<file path="src/rtl/msi_pkg.sv">
package msi_pkg;

  typedef enum logic [1:0] {
    LN_INV = 2'd0,
    LN_SHR = 2'd1,
    LN_MOD = 2'd2
  } lineState_t;

  typedef enum logic [2:0] {
    BC_NONE  = 3'd0,
    BC_RD    = 3'd1,
    BC_RDX   = 3'd2,
    BC_INV   = 3'd3,
    BC_WB    = 3'd4,
    BC_REPLY = 3'd5
  } busCmd_t;

  typedef enum logic [1:0] {
    OP_LOAD  = 2'd0,
    OP_STORE = 2'd1,
    OP_EVICT = 2'd2
  } cpuOp_t;

  // strobes from a control unit to the line store
  typedef struct packed {
    logic       wrState;
    lineState_t newState;
    logic       wrTag;
    logic       wrData;
    logic       dataFromBus;
  } lineStrobe_t;

endpackage

</file>
<file path="src/rtl/msi_line_store.sv">
module msi_line_store
  import msi_pkg::*;
#(
  parameter int LINES  = 4,
  parameter int TAG_W  = 6,
  parameter int DATA_W = 8,
  localparam int IDX_W = (LINES > 1) ? $clog2(LINES) : 1
) (
  input  logic              clk,
  input  logic              rstN,
  input  logic [IDX_W-1:0]  cpuIdx,
  input  logic [TAG_W-1:0]  newTag,
  input  logic [DATA_W-1:0] cpuWdata,
  input  lineStrobe_t       lclStb,
  input  logic [IDX_W-1:0]  snpIdx,
  input  logic [DATA_W-1:0] snpData,
  input  lineStrobe_t       snpStb,
  output lineState_t        cpuState,
  output logic [TAG_W-1:0]  cpuTag,
  output logic [DATA_W-1:0] cpuData,
  output lineState_t        snpState,
  output logic [TAG_W-1:0]  snpTag,
  output logic [DATA_W-1:0] snpLineData
);

  lineState_t        stArr   [LINES];
  logic [TAG_W-1:0]  tagArr  [LINES];
  logic [DATA_W-1:0] dataArr [LINES];

  logic [DATA_W-1:0] fillData;
  assign fillData = lclStb.dataFromBus ? snpData : cpuWdata;

  always_ff @(posedge clk or negedge rstN) begin
    if (!rstN) begin
      for (int i = 0; i < LINES; i++) begin
        stArr[i]   <= LN_INV;
        tagArr[i]  <= '0;
        dataArr[i] <= '0;
      end
    end else begin
      for (int i = 0; i < LINES; i++) begin
        // snooped downgrades win over local writes to the same line
        if (snpStb.wrState && (snpIdx == IDX_W'(i))) begin
          stArr[i] <= snpStb.newState;
        end else if (lclStb.wrState && (cpuIdx == IDX_W'(i))) begin
          stArr[i] <= lclStb.newState;
        end
        if (lclStb.wrTag && (cpuIdx == IDX_W'(i))) begin
          tagArr[i] <= newTag;
        end
        if (lclStb.wrData && (cpuIdx == IDX_W'(i))) begin
          dataArr[i] <= fillData;
        end
      end
    end
  end

  assign cpuState    = stArr[cpuIdx];
  assign cpuTag      = tagArr[cpuIdx];
  assign cpuData     = dataArr[cpuIdx];
  assign snpState    = stArr[snpIdx];
  assign snpTag      = tagArr[snpIdx];
  assign snpLineData = dataArr[snpIdx];

endmodule

</file>
<file path="src/rtl/msi_snoop_resp.sv">
module msi_snoop_resp
  import msi_pkg::*;
#(
  parameter int TAG_W = 6
) (
  input  logic             snpValid,
  input  logic [2:0]       snpCmd,
  input  logic [TAG_W-1:0] snpAddrTag,
  input  lineState_t       lineState,
  input  logic [TAG_W-1:0] lineTag,
  output lineStrobe_t      snpStb,
  output logic             replyValid
);

  busCmd_t cmd;
  logic    present;

  assign cmd     = busCmd_t'(snpCmd);
  assign present = snpValid && (lineState != LN_INV) && (lineTag == snpAddrTag);

  always_comb begin
    snpStb     = '0;
    replyValid = 1'b0;
    if (present) begin
      case (lineState)
        LN_MOD: begin
          if (cmd == BC_RD) begin
            replyValid      = 1'b1;
            snpStb.wrState  = 1'b1;
            snpStb.newState = LN_SHR;
          end else if (cmd == BC_RDX) begin
            replyValid      = 1'b1;
            snpStb.wrState  = 1'b1;
            snpStb.newState = LN_INV;
          end
        end
        LN_SHR: begin
          if ((cmd == BC_RDX) || (cmd == BC_INV)) begin
            snpStb.wrState  = 1'b1;
            snpStb.newState = LN_INV;
          end
        end
        default: ;
      endcase
    end
  end

endmodule

</file>
<file path="src/rtl/msi_ctrl.sv">
module msi_ctrl
  import msi_pkg::*;
#(
  parameter int TAG_W = 6
) (
  input  logic             clk,
  input  logic             rstN,
  input  logic             cpuReq,
  input  logic [1:0]       cpuOp,
  input  logic [TAG_W-1:0] reqTag,
  input  lineState_t       lineState,
  input  logic [TAG_W-1:0] lineTag,
  input  logic             busGnt,
  input  logic             snpValid,
  input  logic [2:0]       snpCmd,
  input  logic             snpHitsReq,
  output lineStrobe_t      lclStb,
  output logic             cpuDone,
  output logic             busReq,
  output logic             issueValid,
  output busCmd_t          issueCmd,
  output logic             issueIsWb
);

  typedef enum logic [1:0] {F_IDLE, F_ARB, F_WAIT} fsm_t;

  fsm_t    fsm, fsmNxt;
  cpuOp_t  op;
  busCmd_t needCmd;
  logic    tagHit;
  logic    dirtyVictim;

  assign op          = cpuOp_t'(cpuOp);
  assign tagHit      = (lineState != LN_INV) && (lineTag == reqTag);
  assign dirtyVictim = (lineState == LN_MOD) && (lineTag != reqTag);

  // bus command needed now, recomputed from the live line state
  always_comb begin
    case (op)
      OP_LOAD:  needCmd = tagHit ? BC_NONE : (dirtyVictim ? BC_WB : BC_RD);
      OP_STORE: begin
        if (tagHit) needCmd = (lineState == LN_MOD) ? BC_NONE : BC_INV;
        else        needCmd = dirtyVictim ? BC_WB : BC_RDX;
      end
      OP_EVICT: needCmd = (tagHit && (lineState == LN_MOD)) ? BC_WB : BC_NONE;
      default:  needCmd = BC_NONE;
    endcase
  end

  assign issueCmd  = needCmd;
  assign issueIsWb = (needCmd == BC_WB);

  always_comb begin
    lclStb     = '0;
    cpuDone    = 1'b0;
    busReq     = 1'b0;
    issueValid = 1'b0;
    fsmNxt     = fsm;
    case (fsm)
      F_IDLE, F_ARB: begin
        if (cpuReq && !snpValid) begin
          if (needCmd == BC_NONE) begin
            cpuDone = 1'b1;
            fsmNxt  = F_IDLE;
            if (op == OP_STORE) lclStb.wrData = 1'b1;
            if ((op == OP_EVICT) && tagHit) begin
              lclStb.wrState  = 1'b1;
              lclStb.newState = LN_INV;
            end
          end else if (fsm == F_IDLE) begin
            fsmNxt = F_ARB;
          end else begin
            busReq = 1'b1;
            if (busGnt) begin
              issueValid = 1'b1;
              case (needCmd)
                BC_WB: begin
                  lclStb.wrState  = 1'b1;
                  lclStb.newState = LN_INV;
                  if (op == OP_EVICT) begin
                    cpuDone = 1'b1;
                    fsmNxt  = F_IDLE;
                  end
                end
                BC_INV: begin
                  lclStb.wrState  = 1'b1;
                  lclStb.newState = LN_MOD;
                  lclStb.wrData   = 1'b1;
                  cpuDone         = 1'b1;
                  fsmNxt          = F_IDLE;
                end
                default: fsmNxt = F_WAIT;
              endcase
            end
          end
        end
      end
      F_WAIT: begin
        if (snpValid && (busCmd_t'(snpCmd) == BC_REPLY) && snpHitsReq) begin
          cpuDone            = 1'b1;
          lclStb.wrState     = 1'b1;
          lclStb.newState    = (op == OP_LOAD) ? LN_SHR : LN_MOD;
          lclStb.wrTag       = 1'b1;
          lclStb.wrData      = 1'b1;
          lclStb.dataFromBus = (op == OP_LOAD);
          fsmNxt             = F_IDLE;
        end
      end
      default: fsmNxt = F_IDLE;
    endcase
  end

  always_ff @(posedge clk or negedge rstN) begin
    if (!rstN) fsm <= F_IDLE;
    else       fsm <= fsmNxt;
  end

endmodule

</file>
<file path="src/rtl/msi_snoop_ctrl.sv">
module msi_snoop_ctrl
  import msi_pkg::*;
#(
  parameter int ADDR_W = 8,
  parameter int DATA_W = 8,
  parameter int LINES  = 4
) (
  input  logic              clk,
  input  logic              rstN,
  input  logic              cpuReq,
  input  logic [1:0]        cpuOp,
  input  logic [ADDR_W-1:0] cpuAddr,
  input  logic [DATA_W-1:0] cpuWdata,
  output logic              cpuDone,
  output logic [DATA_W-1:0] cpuRdata,
  output logic              busReq,
  input  logic              busGnt,
  output logic              busOutValid,
  output logic [2:0]        busOutCmd,
  output logic [ADDR_W-1:0] busOutAddr,
  output logic [DATA_W-1:0] busOutData,
  output logic              busOwner,
  input  logic              snpValid,
  input  logic [2:0]        snpCmd,
  input  logic [ADDR_W-1:0] snpAddr,
  input  logic [DATA_W-1:0] snpData
);

  localparam int IDX_W = (LINES > 1) ? $clog2(LINES) : 1;
  localparam int TAG_W = ADDR_W - IDX_W;

  logic [IDX_W-1:0]  cpuIdx, snpIdx;
  logic [TAG_W-1:0]  reqTag, snpAddrTag;
  lineState_t        cpuState, snpState;
  logic [TAG_W-1:0]  cpuTag, snpTag;
  logic [DATA_W-1:0] cpuLineData, snpLineData;
  lineStrobe_t       lclStb, snpStb;
  logic              replyValid, issueValid, issueIsWb;
  busCmd_t           issueCmd;
  logic [ADDR_W-1:0] issueAddr;

  assign cpuIdx     = cpuAddr[IDX_W-1:0];
  assign reqTag     = cpuAddr[ADDR_W-1:IDX_W];
  assign snpIdx     = snpAddr[IDX_W-1:0];
  assign snpAddrTag = snpAddr[ADDR_W-1:IDX_W];

  msi_line_store #(.LINES(LINES), .TAG_W(TAG_W), .DATA_W(DATA_W)) i_store (
    .clk(clk), .rstN(rstN),
    .cpuIdx(cpuIdx), .newTag(reqTag), .cpuWdata(cpuWdata), .lclStb(lclStb),
    .snpIdx(snpIdx), .snpData(snpData), .snpStb(snpStb),
    .cpuState(cpuState), .cpuTag(cpuTag), .cpuData(cpuLineData),
    .snpState(snpState), .snpTag(snpTag), .snpLineData(snpLineData)
  );

  msi_snoop_resp #(.TAG_W(TAG_W)) i_snoop (
    .snpValid(snpValid), .snpCmd(snpCmd), .snpAddrTag(snpAddrTag),
    .lineState(snpState), .lineTag(snpTag),
    .snpStb(snpStb), .replyValid(replyValid)
  );

  msi_ctrl #(.TAG_W(TAG_W)) i_ctrl (
    .clk(clk), .rstN(rstN),
    .cpuReq(cpuReq), .cpuOp(cpuOp), .reqTag(reqTag),
    .lineState(cpuState), .lineTag(cpuTag),
    .busGnt(busGnt), .snpValid(snpValid), .snpCmd(snpCmd),
    .snpHitsReq(snpAddr == cpuAddr),
    .lclStb(lclStb), .cpuDone(cpuDone), .busReq(busReq),
    .issueValid(issueValid), .issueCmd(issueCmd), .issueIsWb(issueIsWb)
  );

  assign issueAddr   = issueIsWb ? {cpuTag, cpuIdx} : cpuAddr;
  assign cpuRdata    = (lclStb.wrData && lclStb.dataFromBus) ? snpData : cpuLineData;

  assign busOutValid = replyValid || issueValid;
  assign busOutCmd   = replyValid ? BC_REPLY : issueCmd;
  assign busOutAddr  = replyValid ? snpAddr : issueAddr;
  assign busOutData  = replyValid ? snpLineData : cpuLineData;
  assign busOwner    = replyValid;

endmodule

</file>
<file path="config.mk">
export PLATFORM = sky130hd
export DESIGN_NAME = msi_snoop_ctrl
export DESIGN_NICKNAME = d
export VERILOG_FILES = /design/src/rtl/msi_pkg.sv /design/src/rtl/msi_line_store.sv /design/src/rtl/msi_snoop_resp.sv /design/src/rtl/msi_ctrl.sv /design/src/rtl/msi_snoop_ctrl.sv
export SDC_FILE = /design/constraint.sdc
export NUM_CORES = 1
export LEC_CHECK = 0
export ABC_AREA = 1
export ABC_CLOCK_PERIOD_IN_PS = 6300
export BUFFER_PORTS_ARGS = -buffer_cell sky130_fd_sc_hd__buf_2
export CORE_AREA = 4 4 110 101
export CTS_CLUSTER_DIAMETER = 40
export DETAILED_ROUTE_END_ITERATION = 6
export DIE_AREA = 0 0 114 105
export PLACE_DENSITY_LB_ADDON = 0.1
export SLEW_MARGIN = 10
export SYNTH_ARGS = -nofsm -noshare
export SYNTH_HDL_FRONTEND = slang
export SYNTH_SLANG_ARGS = --single-unit
</file>
<file path="constraint.sdc">
create_clock -name clk -period 6.3 [get_ports clk]
set_clock_uncertainty 0.2 [all_clocks]
set_input_delay 0.945 -clock clk [delete_from_list [all_inputs] [get_ports clk]]
set_output_delay 0.945 -clock clk [all_outputs]
set_load 0.02 [all_outputs]
</file>
# Word-level counts from Yosys, hierarchy flattened
# Cells that the tools add are included.
# Widths: inputs -> output; s select.
[totals] reg_bits=66 input_bits=42 output_inout_bits=31
[op_classes] n_lt_le_gt_ge=2 eq_ne=27 mux=91 bitwise=2 reduce_logical=42
[op_table] operator="$mux 8" count=9
[op_table] operator="$mux 3" count=15
[op_table] operator="$mux 2" count=20
[op_table] operator="$bmux 8 s2" count=2
[op_table] operator="$mux 6" count=5
[op_table] operator="$mux 1" count=27
[op_table] operator="$logic_and 1x1->1" count=26
[op_table] operator="$bmux 6 s2" count=2
[op_table] operator="$pmux 3 s2" count=3
[op_table] operator="$eq 2x2->1 const B" count=8
[op_table] operator="$eq 6x6->1" count=2
[op_table] operator="$reduce_bool 2->1" count=6
[op_table] operator="$eq 2x1->1 const B" count=5
[op_table] operator="$eq 3x2->1 const B" count=3
[op_table] operator="$pmux 3 s3" count=1
[op_table] operator="$bmux 2 s2" count=2
[op_table] operator="$eq 8x8->1" count=1
[op_table] operator="$logic_not 2->1" count=4
[op_table] operator="$pmux 2 s2" count=2
[op_table] operator="$eq 3x3->1 const B" count=2
[op_table] operator="$ge 3x3->1 const B" count=2
[op_table] operator="$ne 6x6->1" count=1
[op_table] operator="$not 2->3" count=2
[op_table] operator="$pmux 1 s2" count=3
[op_table] operator="9 further kinds" count=11

# Depth between registers and ports, before layout
# Gate-level depths: netlist of the first run.
[depth] depth_word=19 depth_mapped=22 ltp_nobuf=21

# Hierarchy
# Synthesis of the first run repeated with hierarchy kept, for this count alone.
[hier_totals] cells_unflattened=785 area_unflattened_um2=4958.5
[modules_own_cells] mod="msi_line_store" instances=1 cells_each=490 area_each_um2=3515.9 seq_area_each_um2=1601.5
[modules_own_cells] mod="msi_ctrl" instances=1 cells_each=121 area_each_um2=604.3 seq_area_each_um2=50.0
[modules_own_cells] mod="msi_snoop_ctrl" instances=1 cells_each=120 area_each_um2=580.6 seq_area_each_um2=0.0
[modules_own_cells] mod="msi_snoop_resp" instances=1 cells_each=54 area_each_um2=257.7 seq_area_each_um2=0.0

# Worst setup path after synthesis of the first run
# No wires, ideal clock.
[synth_path] kind="input port to output port" start="in snpAddr[0]" end="out busOutAddr[0]" t_arrival_ns=3.370 required_time_ns=5.155 slack_ns=1.785 cell_stages=14 path_buffers=3 path_cell_list="nor2_1 > inv_1 > clkbuf_1 > o22ai_1 > a21oi_1 > o21a_1 > ha_1 > nor2_1 > nand3b_1 > nor3_4 > nand2_1 > buf_2 > buf_6 > o21ai_0"
[synth_between] elab_chain_cells=9
[synth_lines] element="start, declared" line="msi_snoop_ctrl.sv:25" text="input logic [ADDR_W-1:0] snpAddr,"
[synth_lines] element="branches (longest 8 deep; another with $bmux 6 s2)"
[synth_lines] element="$mux 8 *" line="msi_snoop_ctrl.sv:76" text="assign busOutAddr = replyValid ? snpAddr : issueAddr;"
[synth_lines] element="end, declared" line="msi_snoop_ctrl.sv:20" text="output logic [ADDR_W-1:0] busOutAddr,"
# Every way passes the cells marked *. The select of a mux whose other input is x is not followed.

# Worst setup path in the final report of the first run
[layout_path] start="in snpAddr[0]" end="out busOutData[5]"
[layout_between] elab_chain_cells=9
[layout_lines] element="$not 2->3 (implied by the code) *" line="msi_line_store.sv:61, msi_line_store.sv:62, msi_line_store.sv:63"
[layout_lines] element="branches (longest 7 deep; another with $bmux 6 s2)"
[layout_lines] element="$mux 8 *" line="msi_snoop_ctrl.sv:77" text="assign busOutData = replyValid ? snpLineData : cpuLineData;"
[layout_lines] element="end, declared" line="msi_snoop_ctrl.sv:21" text="output logic [DATA_W-1:0] busOutData,"
# Marked as above.

==> results of run 1 <==
[flip-flops by register name, indices dropped and copies added, names as in the netlist]
name             cells
i_store.stArr        8
i_store.tagArr      24
i_store.dataArr     32
i_ctrl.fsm           2
[synth_stat cells (6+ instances only)]
master / count
nand2_1: 215
inv_1: 122
dfrtp_1: 66
o21ai_0: 53
o21ai_1: 41
nand3_1: 37
nor2_1: 31
o22ai_1: 26
buf_6: 11
a221oi_1: 10
clkbuf_1: 9
a21oi_1: 8
mux2i_1: 8
nor3_1: 8
a22oi_1: 7
nand2_2: 6
nand2_4: 6
nand4_1: 6
[stage by stage]
stage / setup WS (ns) / hold WS, ns / instance area, um2 / cells / util
finish: 0.892 / 0.303 / 5650 / 925 / 0.561
global route: 0.473 / 0.330 / 5650 / 925 / 0.561
floorplan: 1.78 / 0.253 / 4890 / 726 / -
detailed placement: 0.952 / 0.290 / 5280 / 909 / 0.524
CTS: 0.928 / 0.306 / 5650 / 925 / 0.561
global placement: 1.07 / 0.273 / 5280 / 909 / 0.524
[layer usage]
layer / routed length (um) / vias to the layer above
met1: 6920 / 2339
li1: - / 2494
met3: 889 / 17
met4: 216 / 0
met5: 0 / -
met2: 6580 / 177
[how the worst max path moves through the flow]
stage | start | endpoint | slack, ns | cells past startpoint
floorplan | snpAddr[0] | busOutAddr[0] | 1.78 | 14
CTS | snpAddr[0] | busOutData[5] | 0.93 | 16
global placement | snpAddr[0] | busOutData[5] | 1.07 | 16
finish | snpAddr[0] | busOutData[5] | 0.89 | 16
global route | snpAddr[0] | busOutData[5] | 0.47 | 16
detailed placement | snpAddr[0] | busOutData[5] | 0.95 | 16
[cells by family (layout without fill, tap and decap cells)]
kind of cell / count (synthesis) / count (layout) / share of synthesized area
buffers and inverters: 152 / 222 / 0.134
flip-flops: 66 / 66 / 0.338
AND/OR/NAND/NOR: 328 / 328 / 0.295
AO/OA/AOI/OAI: 165 / 165 / 0.202
XOR/XNOR: 4 / 4 / 0.00716
multiplexers: 8 / 8 / 0.0164
adder cells (fa/ha/maj): 3 / 3 / 0.00767
[report_power, final]
part           internal, W  leakage, nW  switching, W
Clock             0.000429        0.177      0.000190
Sequential        0.000475        0.784     0.0000284
Combinational     0.000110         2.10      0.000215
Total              0.00101         3.06      0.000433
[tightest hold or removal path: stages (launching register included)]
cell and delay [ns]:
dfrtp_1 0.35, nand3_1 0.07, nand2_1 0.05
[area by class of cell]
cell class / count / area, um2 / area share
multi-input cells: 508 / 2580 / 0.457
clock inverters: 6 / 138 / 0.0244
clock buffers: 10 / 229 / 0.0405
well taps: 129 / 161 / 0.0286
flip-flops and latches: 66 / 1650 / 0.292
inverters: 128 / 480 / 0.0850
repair buffers: 78 / 405 / 0.0718
==> metrics.yaml, run 1 <==
outcome: "completed"
h-tree-depth: 3
cts_buffer_depth: 2
critPathMaxFanout: 18
p_leak_nw: 3.06
final_common_cell: "nand2_1"
fin_crit_sh: 0.858
finalPower_w: 0.00145
vias: 5027
start_util: 0.486
hold_violations: 0
wl_per_cell_um: 15.8
place_hpwl_mm: 10.7
max_stage_delay_ns: 0.55
antenna_found_initial: 0
grt.total_usage: 0.250
synth_cells: 726
syn_to_final_growth_pct: 15.4
cts_hold_buf: 0
syn_area_um2: 4890
slew_violations: 0
grt_setup_unrepaired: "false"
die_area_um2: 12000
worst-path-buf-inv: 5
r2r_setup_slack_ns: 3.19
drv_cap: 0
synth-edff-count: 0
synthFlopType: "dfrtp_1"
synth_cell_types: 43
ys_seq_area_frac: 0.338
arrival_ns: 4.26
syn_avg_cell_area_um2: 6.74
top_usage_layer: "met2"
min_to: "i_store.stArr[6]"
first_iter_violations: 344
wl_mm: 14.6
dr.pass1.iters: 5
drc: 0
endpoint_kind: "output port"
r2r_start: "i_ctrl.fsm[1]"
min_path_type: "reg -> reg"
synthTopCellsByArea: "dfrtp_1 34%, nand2_1 16%, inv_1 9.4%"
crit_required_ns: 5.15
async_flop_share: 1.00
grt_max_degree: 67
coreArea_um2: 10100
cts_tree: "yes"
use_met1: 0.354
die_w_um: 114
gp_congestion: 0.922
critPathSlowestCell: "nor2_1"
hold_depth: 2
via_per_inst: 5.43
yosys.area.top_type: "dfrtp_1"
fin_tns_setup_ns: 0
worstRegToRegCells: 10
worstSetupPathType: "in -> out"
rows: 35
antenna_cells: 0
num-fill-cells: 1039
cts_buffers: 9
grt_pass1_vias: 4735
layout-drive-gt1-share: 0.158
clock-sinks: 66
clkTransAtPathRegs_ns: 0.05
cp_top_family: "buffers and inverters"
drtAntennaViolNets: 0
cts-root-buf: "clkbuf_16"
ys_seq_elements: 66
yosysTopAreaCellShare: 0.338
crit_path_start_kind: "primary input"
fmax_mhz: 185
min-delay-start: "i_store.stArr[6]"
final_cell_mix: "215 x nand2_1, 122 x inv_1, 72 x buf_2"
setup_viol: 0
tightest_slew_ns: 0.867
ctsResizeCount: 0
power_density_nw_per_um2: 256
period_minus_slack_ns: 5.41
grt_use_met3: 0.0486
ios: 73
yosys_warnings: 0
slew_headroom: 0.422
synth_fp_nets: 771
timing.rr.end: "i_store.dataArr[19]"
num-nets-final: 836
insertion_delay_ns: 0.33
grt_pass1_wl_mm: 23.7
io_buffers: 72
die_h_um: 105
post_cts.repair.setup_buffers: 0
gr-total-overflow: 0
critPathMostFrequentCell: "inv_1"
met2_usage: 0.386
crit_path_cell_trace: "buf_2 -> inv_1 -> nor2_1 -> inv_1 -> o22ai_1 -> a21oi_1 -> o21a_1 -> ha_1 -> nor2_1 -> nand3b_1 -> nor3_4 -> nand2_1 -> inv_1 -> o21ai_0 -> o21ai_0 -> buf_2"
vdd_drop_max_mv: 0.385
(Power assumes the default switching activity.)
==> run 2: changes to the inputs <==
- ABC_CLOCK_PERIOD_IN_PS: 6300 -> 5000
- HOLD_SLACK_MARGIN: not set -> 0.1
- clock period: 6.3 -> 5 ns (I/O delays scaled with it)
==> run 2 against run 1 <==
Die area is the same; global-route usage down 0.066 points; sequential share of layout area rose by 0.23 points; largest cell class unchanged; power increased by 16%; worst hold slack got worse by 0.013 ns; count of clock-buffer cells in the layout decreased by 1; routed wire length increased by 1.5%.
==> metrics.yaml, run 2 (synthesis results as in run 1) <==
die_h_um: 105
grt_pass1_vias: 4755
via_per_inst: 5.43
dr_wl_met2_mm: 6.76
grt.total_usage: 0.249
grt_pass1_wl_mm: 23.8
drv_cap: 0
rows: 35
p_leak_nw: 3.04
first_iter_violations: 437
drc: 0
wl_met3_um: 960
crit_path_start_kind: "primary input"
highest_layer: "met4"
antenna_found_initial: 0
setup_viol: 0
final_cell_mix: "215 x nand2_1, 122 x inv_1, 72 x buf_2"
die_w_um: 114
endpoint_kind: "output port"
vdd_drop_max_mv: 0.245
reg_top3: "i_store.dataArr: 32 flops, i_store.tagArr: 24 flops, i_store.stArr: 8 flops"
crit_path_cell_trace: "buf_2 -> inv_1 -> nor2_1 -> inv_1 -> buf_4 -> o22ai_1 -> a21oi_1 -> o21a_1 -> ha_1 -> nor2_1 -> nand3b_1 -> nor3_4 -> nand2_1 -> inv_1 -> o21ai_0 -> o21ai_0 -> buf_2"
cts-root-buf: "clkbuf_16"
fin_tns_setup_ns: 0
outcome: "completed"
ios: 73
worstRegToRegCells: 10
fin_util: 0.557
met1_length_mm: 6.88
fmax_mhz: 226
coreArea_um2: 10100
arrival_ns: 3.47
vias: 5039
largest_reg_flops: 32
slew_headroom: 0.426
io_buffers: 72
regMostFlops: "i_store.dataArr"
wl_per_cell_um: 16.0
critPathMostFrequentCell: "inv_1"
period_minus_slack_ns: 4.42
max_stage_delay_ns: 0.43
num-nets-final: 840
cts_hold_buf: 0
cts_buffer_depth: 2
gr-total-overflow: 0
worstSetupPathType: "in -> out"
grt_max_degree: 37
crit_required_ns: 4.05
wl_mm: 14.8
post_cts.repair.setup_buffers: 0
tightest_slew_ns: 0.861
drtAntennaViolNets: 0
hold_violations: 0
grt_setup_unrepaired: "false"
gp_congestion: 0.936
syn_to_final_growth_pct: 14.5
min_path_type: "reg -> reg"
cts_tree: "yes"
ctsResizeCount: 0
antenna_cells: 0
die_area_um2: 12000
fin_crit_sh: 0.883
h-tree-depth: 3
place_hpwl_mm: 11.2
cts_buffers: 9
layout-drive-gt1-share: 0.163
start_util: 0.486
final_common_cell: "nand2_1"
hold_depth: 2
slew_violations: 0
power_density_nw_per_um2: 298
clock-sinks: 66
insertion_delay_ns: 0.33
dr.pass1.iters: 5
clkTransAtPathRegs_ns: 0.05
critPathMaxFanout: 18
critPathSlowestCell: "inv_1"
## run 2: area by class of cell
type	instances	area [um2]
Fill cell	1036	4470
Sequential cell	66	1650
Clock buffer	9	225
Multi-Input combinational cell	508	2580
Clock inverter	6	67.6
Timing Repair Buffer	82	435
Inverter	128	480
Tap cell	129	161
## run 2: worst paths after layout
check                              startpoint                  end  slack, ns
max                                snpAddr[0]        busOutData[5]       0.58
min                        i_store.tagArr[21]   i_store.tagArr[21]       0.29
max in group asynchronous                rstN    i_store.tagArr[5]       3.33
max reg2reg                     i_ctrl.fsm[1]  i_store.dataArr[19]       1.90
min reg2reg                i_store.tagArr[21]   i_store.tagArr[21]       0.29
min in group asynchronous                rstN        i_ctrl.fsm[0]       0.32
## run 2: through the flow
step                cell area [um2]  power [W]  instances  hold WS, ns  worst slack, ns
floorplan                      4890   0.000923        726        0.253            0.875
global placement               5310    0.00104        913        0.270            0.707
detailed placement             5310    0.00105        913        0.278            0.630
CTS                            5610    0.00168        928        0.292            0.619
global route                   5610    0.00177        928        0.316            0.231
finish                         5610    0.00167        928        0.290            0.583
## run 2: power breakdown
group          total, W  internal, W  switching, W
registers      0.000634     0.000598     0.0000361
logic          0.000416     0.000141      0.000275
clock network  0.000623     0.000384      0.000239
## run 2: critical path: cells and delay by family
family / cells / cell delay (ns)
buffers and inverters: 6 / 1.08
AOI/OAI and AO/OA: 5 / 0.63
and+or+nand+nor: 5 / 0.78
adders and majority gates: 1 / 0.20
## run 2: per-layer routing
metal / vias to the layer above / global-route usage
li1: 2504 / -
met1: 2314 / 0.357
met2: 198 / 0.386
met3: 23 / 0.0388
met4: 0 / 0.0746
met5: - / 0
==> run 3: changes to the inputs <==
- ABC_CLOCK_PERIOD_IN_PS: 5000 -> 4300
- clock period: 5 -> 4.3 ns (I/O delays scaled with it)
==> run 3 against run 2 <==
Utilization up 0.45 points; via count is 1.2% higher; routed wire length down 0.82%; clock power grew 20%; count of clock-buffer cells in the layout is the same; final cell count rose by 0.54%; sequential share of layout area shrank 0.23 points; register-to-register slack worse by 0.36 ns; worst hold slack got worse by 0.046 ns; first-iteration DRC count decreased by 23%; critical path depth fell by 1; critical path type unchanged; largest power group is now the clock network.
==> metrics.yaml, run 3 (synthesis results as in run 1) <==
drv_cap: 0
via_per_inst: 5.47
antenna_found_initial: 0
die_area_um2: 12000
cts_buffer_depth: 2
intPower_w: 0.00131
cts_buffers: 9
final_common_cell: "nand2_1"
clock-sinks: 66
fin_util: 0.561
period_minus_slack_ns: 3.99
antenna_cells: 0
num-fill-cells: 1009
num-nets-final: 844
crit_required_ns: 3.45
grt_pass1_vias: 4746
power_switching_share: 0.332
syn_to_final_growth_pct: 15.5
outcome: "completed"
insertion_delay_ns: 0.34
vdd_drop_max_mv: 0.261
drc: 0
dr.pass1.iters: 5
combPwrFrac: 0.244
slew_headroom: 0.338
power.clock.fraction: 0.381
instances_no_fill: 933
seqCellArea_um2: 1650
seq_power_share: 0.374
switching_power_w: 0.000652
gp_congestion: 0.957
final_cell_mix: "215 x nand2_1, 121 x inv_1, 71 x buf_2"
grt.total_usage: 0.251
drtAntennaViolNets: 0
start_util: 0.486
wl_per_cell_um: 15.8
io_buffers: 72
largest_reg_flops: 32
h-tree-depth: 3
layout-drive-gt1-share: 0.169
power_density_nw_per_um2: 348
rows: 35
die_h_um: 105
grt_max_degree: 44
arrival_ns: 3.14
worstSetupPathType: "in -> out"
tightest_slew_ns: 0.993
p_leak_nw: 3.06
crit_path_start_kind: "primary input"
coreArea_um2: 10100
fin_crit_sh: 0.927
place_area_um2: 5340
multi_input_area_um2: 2580
grt_pass1_wl_mm: 24.1
gr-total-overflow: 0
place_inst: 916
hold_violations: 0
critPathMaxFanout: 15
reg_top3: "i_store.dataArr: 32 flops, i_store.tagArr: 24 flops, i_store.stArr: 8 flops"
slew_violations: 0
ios: 73
vias: 5101
grt_setup_unrepaired: "false"
cts_tree: "yes"
die_w_um: 114
place_hpwl_mm: 11.1
cts-root-buf: "clkbuf_16"
regMostFlops: "i_store.dataArr"
design_area_um2: 5650
timing.hold.ws_ns: 0.245
setup_viol: 0
fin_tns_setup_ns: 0
endpoint_kind: "output port"
min_path_type: "in -> async"
fmax_mhz: 251
first_iter_violations: 336
wl_mm: 14.7
clkTransAtPathRegs_ns: 0.07
[run 3: cell types whose count changed in the layout (fill, tap and decap cells not counted), sizes merged]
cell,previous run,this run
clkbuf,9,10
clkinvlp,2,3
buf,82,85
[run 3: final timing paths]
check                                  start            endpoint  slack [ns]  cells past startpoint
max                               snpAddr[0]       busOutData[5]        0.31                     16
min                                     rstN       i_ctrl.fsm[0]        0.24                      1
max reg2reg                i_store.tagArr[5]    i_store.stArr[4]        1.54                     20
min reg2reg                 i_store.stArr[5]    i_store.stArr[5]        0.30                      2
max in group asynchronous               rstN  i_store.tagArr[10]        2.74                      2
min in group clk            i_store.stArr[5]    i_store.stArr[5]        0.30                      2
[run 3: final cells by class]
cell class	count	area share
timing repair buffer	86	0.0828
multi-input combinational	508	0.457
tap	129	0.0286
inverter	128	0.0857
sequential	66	0.292
clock inverter	7	0.0135
clock buffer	9	0.0399
[run 3: power by group through the flow]
stage               sequential [W]  combinational (W)  clock (W)
global placement          0.000744           0.000469          0
finish                    0.000736           0.000481   0.000750
global route              0.000744           0.000542   0.000787
floorplan                 0.000736           0.000338          0
CTS                       0.000734           0.000479   0.000755
detailed placement        0.000745           0.000476          0
[run 3: what timing repair did]
action	4_1_cts	5_1_grt
setup endpoints to repair	0	3
hold buffers	0	0
gates resized for setup	0	2
setup buffers	0	1
[run 3: per-layer routing]
metal,GRT usage,vias to the layer above,wire length [um]
met4,0.0662,0,235
met2,0.379,196,6640
met3,0.0515,23,1100
li1,-,2509,-
met5,0,-,0
met1,0.365,2373,6740
[run 3: stage by stage]
stage / setup WS, ns / power (W)
3_5_place_dp: 0.304 / 0.00122
2_1_floorplan: 0.385 / 0.00107
6_report: 0.315 / 0.00197
4_1_cts: 0.292 / 0.00197
3_3_place_gp: 0.346 / 0.00121
5_1_grt: 0.0696 / 0.00207
[run 3: critical path, stage by stage]
cell and delay, ns:
buf_2 0.12, inv_1 0.08, nor2_1 0.16, inv_1 0.15, o22ai_1 0.14, a21oi_1 0.06
o21a_1 0.15, ha_1 0.20, nor2_1 0.11, nand3b_1 0.13, nor3_4 0.19, nand2_1 0.09
inv_1 0.42, o21ai_0 0.16, o21ai_0 0.13, buf_2 0.21
